[config.mk]
export PLATFORM = sky130hd
export DESIGN_NAME = sserial_cfg_loader
export DESIGN_NICKNAME = d
export VERILOG_FILES = /design/src/rtl/sscfg_pkg.sv /design/src/rtl/sscfg_wait_timer.sv /design/src/rtl/sscfg_bit_shifter.sv /design/src/rtl/sserial_cfg_loader.sv
export SDC_FILE = /design/constraint.sdc
export NUM_CORES = 1
export LEC_CHECK = 0
export ABC_AREA = 0
export ABC_CLOCK_PERIOD_IN_PS = 6700
export BUFFER_PORTS_ARGS = -buffer_cell sky130_fd_sc_hd__buf_2
export CELL_PAD_IN_SITES_DETAIL_PLACEMENT = 0
export CELL_PAD_IN_SITES_GLOBAL_PLACEMENT = 1
export CORE_MARGIN = 2
export CORE_UTILIZATION = 49
export CTS_CLUSTER_SIZE = 30
export DETAILED_ROUTE_END_ITERATION = 10
export GPL_ROUTABILITY_DRIVEN = 0
export MAX_ROUTING_LAYER = met4
export PLACE_DENSITY = 0.92
export SYNTH_ARGS = -nofsm -noshare
export SYNTH_HDL_FRONTEND = slang
export SYNTH_SLANG_ARGS = --single-unit
[constraint.sdc]
create_clock -name clk -period 6.7 [get_ports clk]
set_input_delay 1.34 -clock clk [delete_from_list [all_inputs] [get_ports clk]]
set_output_delay 1.34 -clock clk [all_outputs]
set_load 0.05 [all_outputs]
[src/rtl/sscfg_pkg.sv]
package sscfg_pkg;

  typedef enum logic [2:0] {
    ST_IDLE,
    ST_PROG,
    ST_CLEAR,
    ST_LOAD,
    ST_FINAL
  } cfg_state_t;

  typedef enum logic [1:0] {
    CAUSE_NONE     = 2'b00,
    CAUSE_NO_CLEAR = 2'b01,
    CAUSE_STUCK    = 2'b10
  } cfg_cause_t;

  localparam int BYTE_BITS = 8;

endpackage

[src/rtl/sscfg_wait_timer.sv]
// Down-counter: after a load of N, zero_o is seen in the Nth cycle.
module sscfg_wait_timer #(
  parameter int W = 8
) (
  input  logic         clk,
  input  logic         rst_n,
  input  logic         load_i,
  input  logic [W-1:0] len_i,
  output logic         zero_o
);
  logic [W-1:0] cnt;

  always_ff @(posedge clk) begin
    if (!rst_n)            cnt <= '0;
    else if (load_i)       cnt <= len_i - W'(1);
    else if (cnt != '0)    cnt <= cnt - W'(1);
  end

  assign zero_o = (cnt == '0);
endmodule

[src/rtl/sscfg_bit_shifter.sv]
// Sends one byte MSB first; each bit is four slots: low, high, high, low.
module sscfg_bit_shifter
  import sscfg_pkg::*;
#(
  parameter int SLOT_CYCLES = 2
) (
  input  logic                 clk,
  input  logic                 rst_n,
  input  logic                 load_i,
  input  logic [BYTE_BITS-1:0] byte_i,
  output logic                 busy_o,
  output logic                 done_o,
  output logic                 cclk_o,
  output logic                 din_o
);
  localparam int SW = (SLOT_CYCLES > 1) ? $clog2(SLOT_CYCLES) : 1;
  localparam int BW = $clog2(BYTE_BITS);

  logic                 busy;
  logic [BYTE_BITS-1:0] shreg;
  logic [BW-1:0]        bits_left;
  logic [1:0]           slot;
  logic [SW-1:0]        scnt;
  logic                 slot_end;

  assign slot_end = (scnt == SW'(SLOT_CYCLES - 1));
  assign done_o   = busy && slot_end && (slot == 2'd3) && (bits_left == '0);

  always_ff @(posedge clk) begin
    if (!rst_n) begin
      busy      <= 1'b0;
      shreg     <= '0;
      bits_left <= '0;
      slot      <= '0;
      scnt      <= '0;
    end else if (!busy) begin
      if (load_i) begin
        busy      <= 1'b1;
        shreg     <= byte_i;
        bits_left <= BW'(BYTE_BITS - 1);
        slot      <= '0;
        scnt      <= '0;
      end
    end else if (!slot_end) begin
      scnt <= scnt + SW'(1);
    end else begin
      scnt <= '0;
      slot <= slot + 2'd1;
      if (slot == 2'd3) begin
        if (bits_left == '0) begin
          busy  <= 1'b0;
          shreg <= '0;
        end else begin
          bits_left <= bits_left - BW'(1);
          shreg     <= {shreg[BYTE_BITS-2:0], 1'b0};
        end
      end
    end
  end

  assign busy_o = busy;
  assign cclk_o = busy && ((slot == 2'd1) || (slot == 2'd2));
  assign din_o  = busy && shreg[BYTE_BITS-1];
endmodule

[src/rtl/sserial_cfg_loader.sv]
module sserial_cfg_loader
  import sscfg_pkg::*;
#(
  parameter int PROG_CYCLES  = 250,
  parameter int CLEAR_CYCLES = 12_500_000,
  parameter int FINAL_CYCLES = 25_000_000,
  parameter int SLOT_CYCLES  = 4,
  parameter int SYNC_STAGES  = 2
) (
  input  logic       clk,
  input  logic       rst_n,
  input  logic       start_i,
  input  logic       s_valid_i,
  input  logic [7:0] s_data_i,
  input  logic       s_last_i,
  output logic       s_ready_o,
  input  logic       cfg_done_i,
  output logic       prog_o,
  output logic       cclk_o,
  output logic       din_o,
  output logic       csel_o,
  output logic       busy_o,
  output logic       ok_o,
  output logic       err_o,
  output logic [1:0] err_cause_o
);
  localparam int MAX_A = (CLEAR_CYCLES > FINAL_CYCLES) ? CLEAR_CYCLES : FINAL_CYCLES;
  localparam int MAX_W = (MAX_A > PROG_CYCLES) ? MAX_A : PROG_CYCLES;
  localparam int TW    = $clog2(MAX_W + 1);

  cfg_state_t        state;
  logic              last_r, ok_r, err_r;
  cfg_cause_t        cause_r;
  logic [SYNC_STAGES-1:0] sync_q;
  logic              done_s;
  logic              tmr_load, tmr_zero;
  logic [TW-1:0]     tmr_len;
  logic              sh_busy, sh_done, accept;

  // status pin synchronizer
  always_ff @(posedge clk) begin
    if (!rst_n) sync_q <= '0;
    else        sync_q <= {sync_q[SYNC_STAGES-2:0], cfg_done_i};
  end
  assign done_s = sync_q[SYNC_STAGES-1];

  assign s_ready_o = (state == ST_LOAD) && !sh_busy && !last_r;
  assign accept    = s_valid_i && s_ready_o;

  always_comb begin
    tmr_load = 1'b0;
    tmr_len  = TW'(FINAL_CYCLES);
    unique case (state)
      ST_IDLE: begin tmr_load = start_i;  tmr_len = TW'(PROG_CYCLES);  end
      ST_PROG: begin tmr_load = tmr_zero; tmr_len = TW'(CLEAR_CYCLES); end
      ST_LOAD: tmr_load = sh_done && last_r;
      default: ;
    endcase
  end

  sscfg_wait_timer #(.W(TW)) u_timer (
    .clk(clk), .rst_n(rst_n), .load_i(tmr_load), .len_i(tmr_len), .zero_o(tmr_zero)
  );

  sscfg_bit_shifter #(.SLOT_CYCLES(SLOT_CYCLES)) u_shift (
    .clk(clk), .rst_n(rst_n), .load_i(accept), .byte_i(s_data_i),
    .busy_o(sh_busy), .done_o(sh_done), .cclk_o(cclk_o), .din_o(din_o)
  );

  always_ff @(posedge clk) begin
    if (!rst_n) begin
      state   <= ST_IDLE;
      last_r  <= 1'b0;
      ok_r    <= 1'b0;
      err_r   <= 1'b0;
      cause_r <= CAUSE_NONE;
    end else begin
      unique case (state)
        ST_IDLE: if (start_i) begin
          state   <= ST_PROG;
          last_r  <= 1'b0;
          ok_r    <= 1'b0;
          err_r   <= 1'b0;
          cause_r <= CAUSE_NONE;
        end
        ST_PROG: if (tmr_zero) state <= ST_CLEAR;
        ST_CLEAR: if (tmr_zero) begin
          if (done_s) begin
            state   <= ST_IDLE;
            err_r   <= 1'b1;
            cause_r <= CAUSE_NO_CLEAR;
          end else begin
            state <= ST_LOAD;
          end
        end
        ST_LOAD: begin
          if (accept) last_r <= s_last_i;
          if (sh_done && last_r) state <= ST_FINAL;
        end
        ST_FINAL: if (tmr_zero) begin
          state <= ST_IDLE;
          if (done_s) ok_r <= 1'b1;
          else begin
            err_r   <= 1'b1;
            cause_r <= CAUSE_STUCK;
          end
        end
        default: state <= ST_IDLE;
      endcase
    end
  end

  assign busy_o      = (state != ST_IDLE);
  assign csel_o      = (state != ST_IDLE);
  assign prog_o      = (state != ST_PROG);
  assign ok_o        = ok_r;
  assign err_o       = err_r;
  assign err_cause_o = cause_r;
endmodule

==> results.toml <==
[yosys]
synth_cells = 383
syn-cell-area_um2 = 3130
synth.most_common_cell = "dfxtp_1"
syn_nets = 402
synth_cell_types = 68
ys_async_sr_fraction_pct = 0
synth-main-ff-cell = "dfxtp_1"
yosysTopAreaCellShare_pct = 32.6
ys_ff_latch = 51
synth-edff-count = 0
ys_top_cells_by_area = "dfxtp_1 33%, nand2_1 5.7%, a21oi_1 4.3%"
ys_seq_area_share_pct = 32.6
yosysTopAreaCell = "dfxtp_1"
avgSynthCellArea_um2 = 8.18
synth_common_cells = "51 x dfxtp_1, 48 x nand2_1, 32 x nor2_1"
yosysWarnings = 0

[critical_path]
cp_max_fo = 17
slowest_stage = "or4b_1"
crit_path_start = "start_i"
reg2reg_depth = 11
cpPeakStageDelay_ns = 0.78
worstPathArrival_ns = 4.24
endpoint = "u_timer.cnt[12]$_SDFFE_PN0P_"
cpMostUsedCell = "nand2_1"
crit_path_end_kind = "flip-flop"
reg2reg_slack_ns = 3.03
cp.required_ns = 6.88
critPathKind = "primary input to flip-flop"
worstReg2RegEnd = "u_timer.cnt[12]$_SDFFE_PN0P_"
worstPathCellList = "buf_2, or4b_1, o31ai_4, nor2_1, nand2_1, ha_1, nand3b_1, nor3_1, nand2_1, o311ai_0, o211ai_1"
start_kind = "primary input"
reg2reg_from = "state[0]$_SDFFE_PN0P_"

[clocking]
cts_made_buffers = 5
clock_sinks = 51
postCtsSetupRepairBufs = 0
htree_levels = 2
cts_tree = "done"
clockBufferDepth = 2
clkTransAtPathRegs_ns = 0.09
cts-root-buf = "clkbuf_8"
cts_resized = 0
hold_buffers = 0
clk_latency_ns = 0.31

[power]
switching_share_pct = 37.6
seqPwrFrac_pct = 39.9
power_frac_comb_pct = 35.3
cell_internal_pwr_uw = 567
clkPwrFrac_pct = 24.8
leakage_nw = 1.39
switching_power_uw = 341
p_per_area_nw_per_um2 = 269
vdd_drop_max_v = 0.000116

[route]
drc = 0
wl_per_cell_um = 15.9
drt-total-wl_um = 7500
viasPerCell = 6.04
firstDrtPassIters = 4
drt_iter0_drc = 195
via_count = 2851
ant_nets = 0

[floorplan]
die_w_um = 84.0
initial_utilization_pct = 49.9
dieArea_um2 = 7050
io_pins = 24
num_rows = 29
core_area_um2 = 6280
die_y_um = 84.0

[timing]
finalSetupViolCount = 0
fin_hold_ws_ns = 0.450
fmax_ghz = 0.246
slew_headroom_pct = 38.1
worst_pin_slew_ns = 0.925
min_period_over_period_pct = 60.6
fin_worst_skew_ns = 0.0101
fin_tns_setup_ns = 0
hold_viol_final = 0
period_minus_slack_ns = 4.06
rsz0062_at_grt = "no"
drv_slew = 0

[global_route]
grt_usage_pct = 22.5
grt_pass1_vias = 2697
antenna_found_initial = 0
grt_pass1_wl_um = 12700
grt-ovfl-total = 0
grt_max_degree = 34

[finish]
nets = 413
drive_gt1_share_pct = 14.4
areaGrowthSynthToFinish_pct = 7.74
diodes = 0

[hold_path]
whs_path_depth = 1
holdCritPathClass = "flip-flop to flip-flop"

[status]
outcome = "complete, no violations"

[run]
drv_cap = 0

[place]
port_buffers = 23
hpwlAfterDp_um = 5260
-- worst max-delay path, delay by kind of cell --
kind / cells / cell delay (ns)
AND/OR/NAND/NOR: 6 / 1.83
AO/OA/AOI/OAI: 3 / 0.73
adder cells (fa/ha/maj): 1 / 0.22
buffers and inverters: 1 / 0.10
-- through the flow --
step	util, %	worst slack, ns	instance area [um2]	total power [mW]	cells
3_5_place_dp	51.9	2.35	3260	0.687	464
4_1_cts	53.8	2.68	3380	0.911	472
5_1_grt	53.8	2.42	3380	0.963	472
2_1_floorplan	-	3.17	3130	0.621	383
6_report	53.8	2.64	3380	0.909	472
3_3_place_gp	51.9	2.45	3260	0.684	464
-- cells by family after synthesis --
kind of cell	share of synthesized area (%)
and+or+nand+nor	35.4
DFF	32.6
AOI/OAI and AO/OA	20.8
xor gates and xnor gates	1.40
muxes	3.83
adders and majority gates	2.00
buffers and inverters	4.07
-- flip-flops by register name (all words and copies together), names as in the netlist --
signal and count:
u_shift.bits_left 3, u_shift.busy_o 1, u_shift.scnt 2, err_o 1
u_shift.shreg 8, last_r 1, err_cause_o 2, state 3
sync_q 2, ok_o 1, u_shift.slot 2, u_timer.cnt 25
-- area by class of cell --
class	count	area, um2
Fill cell	608	2900
Multi-Input combinational cell	305	1990
Sequential cell	51	1020
Timing Repair Buffer	26	138
Tap cell	77	96.3
Clock buffer	6	82.6
Clock inverter	2	35.0
Inverter	5	18.8
-- worst min-delay path by stage --
stage                              start                    to  slack (ns)
floorplan           sync_q[0]$_SDFF_PN0_  sync_q[1]$_SDFF_PN0_        0.41
global placement    sync_q[0]$_SDFF_PN0_  sync_q[1]$_SDFF_PN0_        0.42
detailed placement  sync_q[0]$_SDFF_PN0_  sync_q[1]$_SDFF_PN0_        0.43
CTS                 sync_q[0]$_SDFF_PN0_  sync_q[1]$_SDFF_PN0_        0.45
global route        sync_q[0]$_SDFF_PN0_  sync_q[1]$_SDFF_PN0_        0.49
finish              sync_q[0]$_SDFF_PN0_  sync_q[1]$_SDFF_PN0_        0.45
-- routing by layer --
metal,track usage [%],wire length (um)
met4,6.01,103
met5,-,0
met2,37.6,3590
met1,28.6,3320
met3,3.26,485
-- layout by cell type, fill, tap and decap left out, types with 5 or more instances in the layout --
cell type / count
a21boi_0: 8
a21oi_1: 27
a31oi_1: 7
and2_1: 9
buf_2: 23
clkbuf_8: 6
dfxtp_1: 51
ha_1: 5
mux2_2: 5
nand2_1: 48
nand3_1: 24
nand3b_1: 6
nand4_1: 6
nor2_1: 32
nor2b_1: 10
nor3_1: 16
nor4_1: 6
o211a_1: 7
o21ai_0: 13
or3_1: 6
xnor2_1: 5
-- power by group through the flow --
stage / sequential [mW] / combinational, mW / clock (mW)
finish: 0.363 / 0.321 / 0.225
global placement: 0.368 / 0.316 / 0
global route: 0.366 / 0.355 / 0.242
CTS: 0.362 / 0.319 / 0.230
detailed placement: 0.369 / 0.318 / 0
floorplan: 0.358 / 0.262 / 0
Note: power is estimated with default switching activity, not from simulation.
